`config.mk`:
```
export PLATFORM = sky130hd
export DESIGN_NAME = swire_master
export DESIGN_NICKNAME = d
export VERILOG_FILES = /design/src/rtl/swire_pkg.sv /design/src/rtl/swire_tick.sv /design/src/rtl/swire_slot.sv /design/src/rtl/swire_seq.sv /design/src/rtl/swire_master.sv
export SDC_FILE = /design/constraint.sdc
export NUM_CORES = 1
export LEC_CHECK = 0
export BUFFER_PORTS_ARGS = -buffer_cell sky130_fd_sc_hd__buf_2
export CAP_MARGIN = 0
export CORE_MARGIN = 2
export CORE_UTILIZATION = 30
export DETAILED_ROUTE_END_ITERATION = 8
export HOLD_SLACK_MARGIN = 0.15
export PLACE_DENSITY_LB_ADDON = 0.12
export SYNTH_ARGS = -nofsm -noshare
export SYNTH_HDL_FRONTEND = slang
export SYNTH_HIERARCHICAL = 1
export SYNTH_SLANG_ARGS = --single-unit
```
`constraint.sdc`:
```
create_clock -name clk -period 3 [get_ports clk]
set_input_delay 0.15 -clock clk [delete_from_list [all_inputs] [get_ports clk]]
set_output_delay 0.15 -clock clk [all_outputs]
set_load 0.01 [all_outputs]
```
`src/rtl/swire_pkg.sv`:
```
package swire_pkg;

    typedef enum logic [1:0] {
        OP_RESET = 2'b00,
        OP_WRITE = 2'b01,
        OP_READ  = 2'b10,
        OP_TOUCH = 2'b11
    } op_e;

    typedef enum logic [1:0] {
        SK_W1,
        SK_W0,
        SK_RD,
        SK_RST
    } slot_kind_e;

    typedef enum logic [1:0] {
        SL_IDLE,
        SL_LOW,
        SL_REL
    } slot_st_e;

    typedef enum logic [1:0] {
        SQ_IDLE,
        SQ_LAUNCH,
        SQ_WAIT,
        SQ_PULL
    } seq_st_e;

endpackage

```
`src/rtl/swire_tick.sv`:
```
module swire_tick #(
    parameter int PRE = 4
) (
    input  logic clk,
    input  logic rst_n,
    input  logic clr,
    output logic tick
);
    generate
        if (PRE == 1) begin : g_direct
            logic unused_clr;
            assign unused_clr = clr;
            assign tick = 1'b1;
        end else begin : g_count
            localparam int PW = $clog2(PRE);
            logic [PW-1:0] cnt;

            assign tick = (cnt == PW'(PRE - 1));

            always_ff @(posedge clk or negedge rst_n) begin
                if (!rst_n)      cnt <= '0;
                else if (clr)    cnt <= '0;
                else if (tick)   cnt <= '0;
                else             cnt <= cnt + 1'b1;
            end

            AST_TICK_GAP: assert property (@(posedge clk) disable iff (!rst_n)
                tick |=> !tick);
        end
    endgenerate
endmodule

```
`src/rtl/swire_slot.sv`:
```
module swire_slot
    import swire_pkg::*;
#(
    parameter int LOW1_US    = 6,
    parameter int REL1_US    = 64,
    parameter int LOW0_US    = 60,
    parameter int REL0_US    = 10,
    parameter int RD_SMP_US  = 9,
    parameter int RST_LOW_US = 500,
    parameter int RST_SMP_US = 70,
    parameter int RST_REC_US = 430,
    parameter int CW         = 10
) (
    input  logic       clk,
    input  logic       rst_n,
    input  logic       tick,
    input  logic       go,
    input  slot_kind_e kind,
    input  logic       bus_level,
    output logic       drive_low,
    output logic       released,
    output logic       fin,
    output logic       smp
);
    localparam logic [CW-1:0] ONE = CW'(1);

    slot_st_e        st, nst;
    slot_kind_e      kind_q;
    logic [CW-1:0]   cnt;
    logic [CW-1:0]   low_len, rel_len, smp_at;
    logic            samples;
    logic            low_over, rel_over, smp_now;

    // durations of the latched slot kind
    always_comb begin
        unique case (kind_q)
            SK_W1: begin
                low_len = CW'(LOW1_US);    rel_len = CW'(REL1_US);
                smp_at  = CW'(RD_SMP_US);  samples = 1'b0;
            end
            SK_W0: begin
                low_len = CW'(LOW0_US);    rel_len = CW'(REL0_US);
                smp_at  = CW'(RD_SMP_US);  samples = 1'b0;
            end
            SK_RD: begin
                low_len = CW'(LOW1_US);    rel_len = CW'(REL1_US);
                smp_at  = CW'(RD_SMP_US);  samples = 1'b1;
            end
            SK_RST: begin
                low_len = CW'(RST_LOW_US);
                rel_len = CW'(RST_SMP_US + RST_REC_US);
                smp_at  = CW'(RST_SMP_US); samples = 1'b1;
            end
            default: begin
                low_len = CW'(LOW1_US);    rel_len = CW'(REL1_US);
                smp_at  = CW'(RD_SMP_US);  samples = 1'b0;
            end
        endcase
    end

    assign low_over = (st == SL_LOW) && tick && (cnt == low_len - ONE);
    assign rel_over = (st == SL_REL) && tick && (cnt == rel_len - ONE);
    assign smp_now  = (st == SL_REL) && tick && samples && (cnt == smp_at - ONE);

    // next state
    always_comb begin
        nst = st;
        unique case (st)
            SL_IDLE: if (go)       nst = SL_LOW;   // go
            SL_LOW:  if (low_over) nst = SL_REL;   // low over
            SL_REL:  if (rel_over) nst = SL_IDLE;  // slot over
            default:               nst = SL_IDLE;
        endcase
    end

    // state register
    always_ff @(posedge clk or negedge rst_n) begin
        if (!rst_n) st <= SL_IDLE;
        else        st <= nst;
    end

    // datapath and sample register
    always_ff @(posedge clk or negedge rst_n) begin
        if (!rst_n) begin
            kind_q <= SK_W1;
            cnt    <= '0;
            smp    <= 1'b0;
        end else begin
            if (st == SL_IDLE && go) begin
                kind_q <= kind;
                cnt    <= '0;
            end else if (st != SL_IDLE && tick) begin
                cnt <= (low_over || rel_over) ? '0 : cnt + ONE;
            end
            if (smp_now) smp <= bus_level;
        end
    end

    assign drive_low = (st == SL_LOW);
    assign released  = (st == SL_REL);
    assign fin       = rel_over;

    AST_LOW_BOUND: assert property (@(posedge clk) disable iff (!rst_n)
        (st == SL_LOW) |-> (cnt < low_len));
    AST_GO_IDLE: assert property (@(posedge clk) disable iff (!rst_n)
        go |-> (st == SL_IDLE));
endmodule

```
`src/rtl/swire_seq.sv`:
```
module swire_seq
    import swire_pkg::*;
#(
    parameter int PU_W = 16
) (
    input  logic            clk,
    input  logic            rst_n,
    input  logic            start,
    input  logic [1:0]      opcode,
    input  logic [7:0]      tx_byte,
    input  logic [PU_W-1:0] pu_us,
    input  logic            tick,
    input  logic            slot_fin,
    input  logic            slot_rel,
    input  logic            smp,
    output logic            slot_go,
    output slot_kind_e      slot_kind,
    output logic            tick_clr,
    output logic            busy,
    output logic            done,
    output logic [7:0]      rx_byte,
    output logic            presence,
    output logic            pullup_en
);
    localparam logic [2:0] LAST_BIT = 3'd7;

    seq_st_e         st, nst;
    op_e             op_q;
    logic [7:0]      tx_q;
    logic [PU_W-1:0] pu_q;
    logic [PU_W-1:0] pcnt;
    logic [2:0]      bit_idx;
    logic [7:0]      rx_sh;
    logic            armed;
    logic            cur_bit;
    logic            got;
    logic            pull_over;

    assign cur_bit   = tx_q[bit_idx];
    assign got       = (op_q == OP_TOUCH && !cur_bit) ? 1'b0 : smp;
    assign pull_over = (st == SQ_PULL) && tick && (pcnt == pu_q - 1'b1);

    // slot kind for the current bit
    always_comb begin
        unique case (op_q)
            OP_RESET: slot_kind = SK_RST;
            OP_WRITE: slot_kind = cur_bit ? SK_W1 : SK_W0;
            OP_READ:  slot_kind = SK_RD;
            OP_TOUCH: slot_kind = cur_bit ? SK_RD : SK_W0;
            default:  slot_kind = SK_W1;
        endcase
    end

    // next state
    always_comb begin
        nst = st;
        unique case (st)
            SQ_IDLE:   if (start) nst = SQ_LAUNCH;        // accept
            SQ_LAUNCH: nst = SQ_WAIT;                     // fire
            SQ_WAIT: begin
                if (slot_fin) begin
                    if (op_q == OP_RESET)        nst = SQ_IDLE;    // reset done
                    else if (bit_idx != LAST_BIT) nst = SQ_LAUNCH; // next bit
                    else if (armed)              nst = SQ_PULL;    // to pullup
                    else                         nst = SQ_IDLE;    // byte done
                end
            end
            SQ_PULL:   if (pull_over) nst = SQ_IDLE;      // pullup over
            default:   nst = SQ_IDLE;
        endcase
    end

    // state register
    always_ff @(posedge clk or negedge rst_n) begin
        if (!rst_n) st <= SQ_IDLE;
        else        st <= nst;
    end

    // outputs and datapath
    always_ff @(posedge clk or negedge rst_n) begin
        if (!rst_n) begin
            op_q     <= OP_RESET;
            tx_q     <= '0;
            pu_q     <= '0;
            pcnt     <= '0;
            bit_idx  <= '0;
            rx_sh    <= '0;
            armed    <= 1'b0;
            rx_byte  <= '0;
            presence <= 1'b0;
            done     <= 1'b0;
        end else begin
            done <= (st != SQ_IDLE) && (nst == SQ_IDLE);
            unique case (st)
                SQ_IDLE: if (start) begin
                    op_q    <= op_e'(opcode);
                    tx_q    <= tx_byte;
                    pu_q    <= pu_us;
                    bit_idx <= '0;
                    rx_sh   <= '0;
                    armed   <= 1'b0;
                end
                SQ_LAUNCH: begin
                    if (bit_idx == LAST_BIT && pu_q != '0 &&
                        (op_q == OP_WRITE || op_q == OP_TOUCH))
                        armed <= 1'b1;
                end
                SQ_WAIT: if (slot_fin) begin
                    if (op_q == OP_RESET) begin
                        presence <= !smp;
                    end else begin
                        rx_sh[bit_idx] <= got;
                        bit_idx        <= bit_idx + 1'b1;
                        if (bit_idx == LAST_BIT && op_q != OP_WRITE)
                            rx_byte <= {got, rx_sh[6:0]};
                        pcnt <= '0;
                    end
                end
                SQ_PULL: begin
                    if (tick) pcnt <= pcnt + 1'b1;
                    if (pull_over) armed <= 1'b0;
                end
                default: ;
            endcase
        end
    end

    assign slot_go   = (st == SQ_LAUNCH);
    assign tick_clr  = slot_go || (st == SQ_WAIT && nst == SQ_PULL);
    assign busy      = (st != SQ_IDLE);
    assign pullup_en = (armed && slot_rel) || (st == SQ_PULL);

    AST_DONE_ONE: assert property (@(posedge clk) disable iff (!rst_n)
        done |=> !done);
    AST_BUSY_DONE: assert property (@(posedge clk) disable iff (!rst_n)
        $fell(busy) |-> done);
    AST_READ_NO_PULL: assert property (@(posedge clk) disable iff (!rst_n)
        (busy && (op_q == OP_READ || op_q == OP_RESET)) |-> !pullup_en);
    AST_START_IGNORED: assert property (@(posedge clk) disable iff (!rst_n)
        (busy && start) |=> $stable(op_q));
endmodule

```
`src/rtl/swire_master.sv`:
```
module swire_master
    import swire_pkg::*;
#(
    parameter int CLK_PER_US = 4,
    parameter int DELAY_COEF = 1,
    parameter int PU_W       = 16,
    parameter int LOW1_US    = 6,
    parameter int REL1_US    = 64,
    parameter int LOW0_US    = 60,
    parameter int REL0_US    = 10,
    parameter int RD_SMP_US  = 9,
    parameter int RST_LOW_US = 500,
    parameter int RST_SMP_US = 70,
    parameter int RST_REC_US = 430
) (
    input  logic            clk,
    input  logic            rst_n,
    input  logic            cmd_start,
    input  logic [1:0]      cmd_op,
    input  logic [7:0]      cmd_byte,
    input  logic [PU_W-1:0] pullup_us,
    input  logic            bus_level,
    output logic            busy,
    output logic            done,
    output logic [7:0]      rx_byte,
    output logic            presence,
    output logic            pullup_en,
    output logic            bus_drive_low
);
    localparam int PRE  = CLK_PER_US * DELAY_COEF;
    localparam int RSTR = RST_SMP_US + RST_REC_US;
    localparam int M1   = (LOW1_US > REL1_US) ? LOW1_US : REL1_US;
    localparam int M2   = (LOW0_US > REL0_US) ? LOW0_US : REL0_US;
    localparam int M3   = (RST_LOW_US > RSTR) ? RST_LOW_US : RSTR;
    localparam int M12  = (M1 > M2) ? M1 : M2;
    localparam int MAXD = (M12 > M3) ? M12 : M3;
    localparam int CW   = $clog2(MAXD + 1);

    logic       tick, tick_clr;
    logic       slot_go, slot_fin, slot_rel, smp;
    slot_kind_e slot_kind;

    swire_tick #(.PRE(PRE)) u_tick (
        .clk   (clk),
        .rst_n (rst_n),
        .clr   (tick_clr),
        .tick  (tick)
    );

    swire_slot #(
        .LOW1_US(LOW1_US), .REL1_US(REL1_US), .LOW0_US(LOW0_US),
        .REL0_US(REL0_US), .RD_SMP_US(RD_SMP_US), .RST_LOW_US(RST_LOW_US),
        .RST_SMP_US(RST_SMP_US), .RST_REC_US(RST_REC_US), .CW(CW)
    ) u_slot (
        .clk       (clk),
        .rst_n     (rst_n),
        .tick      (tick),
        .go        (slot_go),
        .kind      (slot_kind),
        .bus_level (bus_level),
        .drive_low (bus_drive_low),
        .released  (slot_rel),
        .fin       (slot_fin),
        .smp       (smp)
    );

    swire_seq #(.PU_W(PU_W)) u_seq (
        .clk       (clk),
        .rst_n     (rst_n),
        .start     (cmd_start),
        .opcode    (cmd_op),
        .tx_byte   (cmd_byte),
        .pu_us     (pullup_us),
        .tick      (tick),
        .slot_fin  (slot_fin),
        .slot_rel  (slot_rel),
        .smp       (smp),
        .slot_go   (slot_go),
        .slot_kind (slot_kind),
        .tick_clr  (tick_clr),
        .busy      (busy),
        .done      (done),
        .rx_byte   (rx_byte),
        .presence  (presence),
        .pullup_en (pullup_en)
    );

    AST_PULL_NOT_LOW: assert property (@(posedge clk) disable iff (!rst_n)
        pullup_en |-> !bus_drive_low);
    AST_LOW_WHILE_BUSY: assert property (@(posedge clk) disable iff (!rst_n)
        bus_drive_low |-> busy);
endmodule

```
==> run summary, run 1 <==
Row count: 45
Synth Flop Type: dfrtp_1
Hold Crit Class: in2async
Startpoint types: register
Avg Inst Size Synth: 9.21 um2
Layout cell share with drive strength beyond 1: 0.179
Setup Viol. Count Final: 0
Global Route Usage Sum: 0.149
Final Max Tran Viols: 0
Antenna violations before repair: 0
CTS Root Cell: clkbuf_16
CP cell instances: and2b_1 > mux2i_1 > nand2b_1 > nor4b_2 > nand3b_1 > o21ai_1 > and4_1 > nand2_1 > or3_1 > a21oi_1
Setup bufs post-CTS: 0
Synth-to-layout area growth: 24.6%
Mapped Area: 4550 um2
FILL cells: 1,539
Endpoint class of the critical path: register
Fin util: 0.377
Htree depth: 3
Global route overflow: 0
Core area: 15,000 um2
Die Span Y: 127 um
Drt drc: 0
Final Skew: 6.77 ps
Wire length of the first global-routing pass: 19.1 mm
Fin crit period: 2720 ps
Post-synth EDFFs: 0
Number of global-route vias before repair: 3,881
Post-synthesis cell count: 494
Leakage: 0.00261 uW
Diode count: 0
Routed vias: 3,840
Initial core utilization: 0.303
DP Area: 5030 um2
Fin crit share: 0.907
DP HPWL: 7.89 mm
Final Hold Violating Endpoints: 0
Syn. warnings: 6
Worst path required time: 3270 ps
Flops & latches, synth: 81
DR WL/cell: 14.6 um
DRT Pass-1 Iters: 4
Relative slew slack: 0.357
Crit Path Class: reg2reg
Die area: 16,200 um2
Num ports: 43
Port Buffers: 42
RSZ-0062 raised after global routing: no
Synthesized Nets: 530
Via density: 5.00
Power Dens Cells: 432 nW/um2
DRC marker count from the first detailed-route iteration: 204
Reg2Reg Setup Slack: 280 ps
GPL Wtd Cong: 0.858
Register area share after synthesis: 0.446
Fmax: 367 MHz
Max Cap Viol: 0
Largest net degree at the start of global routing: 67
Tot Pwr: 2450 uW
Final nets: 611
CTS tree: done
Post-Route WL: 11.2 mm
DRT antenna net count: 0
Number of clock sinks: 81
Clock latency on the worst-skew pair: 350 ps
Critical path data arrival time: 2990 ps
Crit-path slowest cell: dfrtp_1
Crit Path Max Fanout: 9
Fin Setup TNS: 0 ps
Multi-input logic area: 2360 um2
Count of cell types in the netlist: 68
Post-route cell area: 5670 um2
Reg area: 2030 um2
Chip width: 127 um
CTS Buffer Depth: 2
Outcome: finished clean
TritonCTS Buffers: 9
Slowest stage delay, CP: 420 ps
VDD IR max: 0.000297 V
Worst-Margin Slew: 963 ps
Ys async rst share: 1.00
CTS clock-pin slew for the worst setup and hold paths: 60 ps
layout by cell type, fill, tap and decap left out, drive strengths merged, types with 9 or more instances in the layout:
master / instances
nor2: 27
o21ai: 31
clkbuf: 11
dlygate4sd3: 28
a21oi: 20
nand3: 9
nand2: 102
xnor2: 15
mux2: 12
xor2: 12
or3: 9
dfrtp: 81
o31ai: 14
buf: 61
inv: 17
report_power, final:
part           internal, uW  switching (uW)
combinational          39.6            31.3
sequential             1090           0.787
clock                   835             449
routing by layer:
layer,track usage,share of wire,up-vias
li1,-,-,1934
met1,0.190,0.47,1828
met2,0.247,0.48,63
met3,0.0255,0.027,15
met4,0.0698,0.022,0
met5,0,0,-
synthesized netlist by cell type (4+ instances only):
cell / number / area share
a21oi_1: 20 / 0.022
o21ai_0: 30 / 0.033
nor2b_1: 6 / 0.0083
nand2b_1: 4 / 0.0055
nor3_1: 6 / 0.0066
inv_1: 17 / 0.014
mux2i_1: 7 / 0.015
and3_1: 8 / 0.011
nor3b_1: 5 / 0.0083
a22o_1: 4 / 0.0077
ha_1: 6 / 0.017
clkbuf_1: 14 / 0.012
a21o_1: 4 / 0.0066
and2_1: 4 / 0.0055
or3_1: 9 / 0.012
dfrtp_1: 81 / 0.45
nand4_1: 8 / 0.011
nor2_1: 27 / 0.022
mux2_2: 12 / 0.030
xor2_1: 12 / 0.023
xnor2_1: 15 / 0.029
o31ai_1: 13 / 0.021
nor4_1: 5 / 0.0069
nand3_1: 9 / 0.0099
o22ai_1: 5 / 0.0069
nand2_1: 102 / 0.084
cells by family (layout without fill, tap and decap cells):
group | Yosys count | in the layout | synth area share
buf+inv | 36 | 122 | 0.0371
flops | 81 | 81 | 0.446
fa+ha+maj | 6 | 6 | 0.0165
compound gates | 108 | 108 | 0.164
xor+xnor | 27 | 27 | 0.0520
mux | 19 | 19 | 0.0451
simple gates | 217 | 217 | 0.240
stage by stage:
| step | hold slack [ps] | std cells | worst slack (ps) |
|---|---|---|---|
| after global routing | 478 | 768 | 43.6 |
| after CTS | 456 | 768 | 59.9 |
| after global placement | 336 | 724 | 184 |
| final | 457 | 768 | 278 |
| after detailed placement | 333 | 724 | 83.1 |
| after floorplan | -146 | 494 | 305 |
area by class of cell:
type / instances / share of cell area
flip-flops and latches: 81 / 0.358
clock buffers: 11 / 0.0428
inverters: 17 / 0.0113
well taps: 188 / 0.0415
clock inverters: 5 / 0.0181
repair buffers: 89 / 0.112
multi-input cells: 377 / 0.416
state kept, by name, summed over array words and instances, names as in the netlist, 3 cells and up:
| signal | flops |
|---|---|
| u_seq/bit_idx | 3 |
| u_seq/pcnt | 16 |
| u_seq/pu_q | 16 |
| u_seq/rx_byte | 8 |
| u_seq/rx_sh | 7 |
| u_seq/tx_q | 8 |
| u_slot/cnt | 9 |
final timing paths:
path | from | cells after the start | end
hold reg to reg | u_tick/g_count.cnt[0]$_DFF_PN0_ | 1 | u_tick/g_count.cnt[0]$_DFF_PN0_
min in group clk | u_tick/g_count.cnt[0]$_DFF_PN0_ | 1 | u_tick/g_count.cnt[0]$_DFF_PN0_
max in group asynchronous | rst_n | 3 | u_seq/pu_q[3]$_DFFE_PN0P_
setup / recovery | u_slot/kind_q[1]$_DFFE_PN0P_ | 10 | u_seq/pcnt[13]$_DFFE_PN0P_
setup reg to reg | u_slot/kind_q[1]$_DFFE_PN0P_ | 10 | u_seq/pcnt[13]$_DFFE_PN0P_
hold / removal | rst_n | 2 | u_seq/pu_q[12]$_DFFE_PN0P_
worst max-delay path: cells and delay by family, from the launching register on:
kind / cells / cell delay [ps]
AOI/OAI and AO/OA: 2 / 370
DFF: 1 / 420
muxes: 1 / 120
and+or+nand+nor: 7 / 1740
repair_timing:
| item | in CTS | in global routing |
|---|---|---|
| hold buffers | 28 | 0 |
| resized for setup | 0 | 2 |
| endpoints found under the hold margin | 91 | 0 |
| setup endpoints to repair | 0 | 14 |
Power figures use the tool's default switching activity.
==> run 2: changes to the inputs <==
Settings changed: BUFFER_PORTS_ARGS -buffer_cell sky130_fd_sc_hd__buf_2 to -buffer_cell sky130_fd_sc_hd__buf_4.
==> run 2 against run 1 <==
Via count is 0.13% lower; sequential share of layout area is 0.55 points lower; worst hold slack worse by 32 ps; register-to-register slack hardly changed; clock power is 5% lower; critical endpoint is now u_seq/rx_sh[2]$_DFFE_PN0P_.
==> run summary, run 2 (synthesis results as in run 1) <==
Port Buffers: 42 (unchanged)
Tot Pwr: 2390 uW (-2.3%)
DP HPWL: 8.04 mm (+2.0%)
GPL Wtd Cong: 0.874 (+1.8%)
Synth-to-layout area growth: 26.5%
CP delay by family, top: simple AND/OR/NAND/NOR gates
Final Max Tran Viols: 0 (unchanged)
Wire length of the first global-routing pass: 19.3 mm (+1.3%)
Worst-Margin Slew: 987 ps (+24.4 ps)
Number of clock sinks: 81 (unchanged)
Max Cap Viol: 0 (unchanged)
Bufs and invs on worst path: 1 (+1)
Antenna violations before repair: 0 (unchanged)
DRT Pass-1 Iters: 6 (+2)
Worst path required time: 3230 ps (-40 ps)
TritonCTS Buffers: 9 (unchanged)
Fmax: 369 MHz (+0.47%)
Setup Viol. Count Final: 0 (unchanged)
Placed cells: 724 (unchanged)
Outcome: finished clean
Final Hold Violating Endpoints: 0 (unchanged)
Core area: 15,000 um2 (unchanged)
Die area: 16,200 um2 (unchanged)
Endpoint class of the critical path: register
Crit-path slowest cell: dfrtp_1
CTS Buffer Depth: 2 (unchanged)
Fin crit share: 0.903 (-0.00426)
Clock latency on the worst-skew pair: 350 ps (about the same)
CTS tree: done
Crit Path Max Fanout: 7 (-2)
DRT antenna net count: 0 (unchanged)
Global route overflow: 0 (unchanged)
Htree depth: 3 (unchanged)
Most frequent cells in the layout: nand2_1 (102), dfrtp_1 (81), buf_4 (61)
Num ports: 43 (unchanged)
RSZ-0062 raised after global routing: no
Crit Path Class: reg2reg
CTS clock-pin slew for the worst setup and hold paths: 60 ps (about the same)
Setup bufs post-CTS: 0 (unchanged)
Final nets: 611 (unchanged)
Diode count: 0 (unchanged)
Layout cell share with drive strength beyond 1: 0.183 (+0.00345)
Leakage: 0.00262 uW (+0.64%)
Fin Setup TNS: 0 ps (unchanged)
Largest net degree at the start of global routing: 61 (-9.0%)
Startpoint types: register
Commonest non-fill, non-tap cell in the layout: nand2_1
DR WL/cell: 15.1 um (+3.4%)
CP cell instances: and2b_1 > mux2i_1 > nand2b_1 > nor4b_2 > nand3b_1 > buf_4 > nor2_1 > o211ai_1 > o41ai_1
Routed vias: 3,835 (-0.13%)
Number of global-route vias before repair: 3,814 (-1.7%)
Relative slew slack: 0.340 (-0.0163)
Post-Route WL: 11.6 mm (+3.4%)
Biggest regs: u_seq/pcnt x16, u_seq/pu_q x16, u_slot/cnt x9
Slowest stage delay, CP: 410 ps (about the same)
VDD IR max: 0.000270 V (-9.2%)
Row count: 45 (unchanged)
Critical path data arrival time: 2940 ps (-50 ps)
DRC marker count from the first detailed-route iteration: 164 (-20%)
Power Dens Cells: 416 nW/um2 (-3.8%)
Hold Crit Class: in2async
Via density: 4.99 (-0.13%)
Chip width: 127 um (unchanged)
Fin cells: 768 (unchanged)
Drt drc: 0 (unchanged)
Die Span Y: 127 um (unchanged)
Initial core utilization: 0.303 (unchanged)
Fin crit period: 2710 ps (-12.8 ps)
Final Skew: 8.89 ps (+2.13 ps)
CTS Root Cell: clkbuf_16
Global Route Usage Sum: 0.150 (+0.00167)
==> run 2: cell types whose count changed in the layout (fill, tap and decap cells not counted), sizes merged <==
cell,delta
clkbuf,-2
inv,+1
clkinv,+2
bufinv,-1
==> run 2: metrics by stage <==
stage	hold WS [ps]	worst slack (ps)	cell area, um2	utilization
floorplan	-146	305	4550	-
global placement	291	175	5140	0.342
detailed placement	293	124	5140	0.342
CTS	462	93.7	5740	0.382
global route	475	4.18	5750	0.383
finish	425	291	5750	0.383
==> run 2: metal layers <==
layer / vias up / wire length (um) / GRT usage
li1: 1928 / - / -
met1: 1832 / 5590 / 0.195
met5: - / 0 / 0
met3: 15 / 371 / 0.0419
met4: 0 / 164 / 0.0407
met2: 60 / 5480 / 0.248
==> run 2: area by class of cell <==
class                           count  area (um2)
Fill cell                        1515        9280
Sequential cell                    81        2030
Timing Repair Buffer               89         738
Tap cell                          188         235
Multi-Input combinational cell    377        2360
Inverter                           17        63.8
Clock inverter                      7         103
Clock buffer                        9         225
==> run 2: final timing paths <==
path                                                         to  slack (ps)                            start  depth (start not counted)
worst max-delay path                 u_seq/rx_sh[2]$_DFFE_PN0P_         290     u_slot/kind_q[1]$_DFFE_PN0P_                          9
worst min-delay path                 u_seq/pu_q[12]$_DFFE_PN0P_         420                            rst_n                          2
worst max register to register       u_seq/rx_sh[2]$_DFFE_PN0P_         290     u_slot/kind_q[1]$_DFFE_PN0P_                          9
worst min register to register  u_tick/g_count.cnt[0]$_DFF_PN0_         460  u_tick/g_count.cnt[0]$_DFF_PN0_                          1
max in group asynchronous             u_seq/pu_q[0]$_DFFE_PN0P_        1860                            rst_n                          3
min in group clk                u_tick/g_count.cnt[0]$_DFF_PN0_         460  u_tick/g_count.cnt[0]$_DFF_PN0_                          1
==> run 2: repair_timing <==
action / CTS / global route
setup endpoints to repair: 0 / 17
hold buffers: 28 / 0
endpoints found under the hold margin: 85 / 0
gates resized for setup: 0 / 3
==> run 2: power breakdown <==
part | total [uW] | switching, uW | internal, uW
combinational | 82.1 | 32.5 | 49.6
sequential | 1090 | 0.780 | 1090
clock | 1220 | 481 | 736
total | 2390 | 514 | 1880
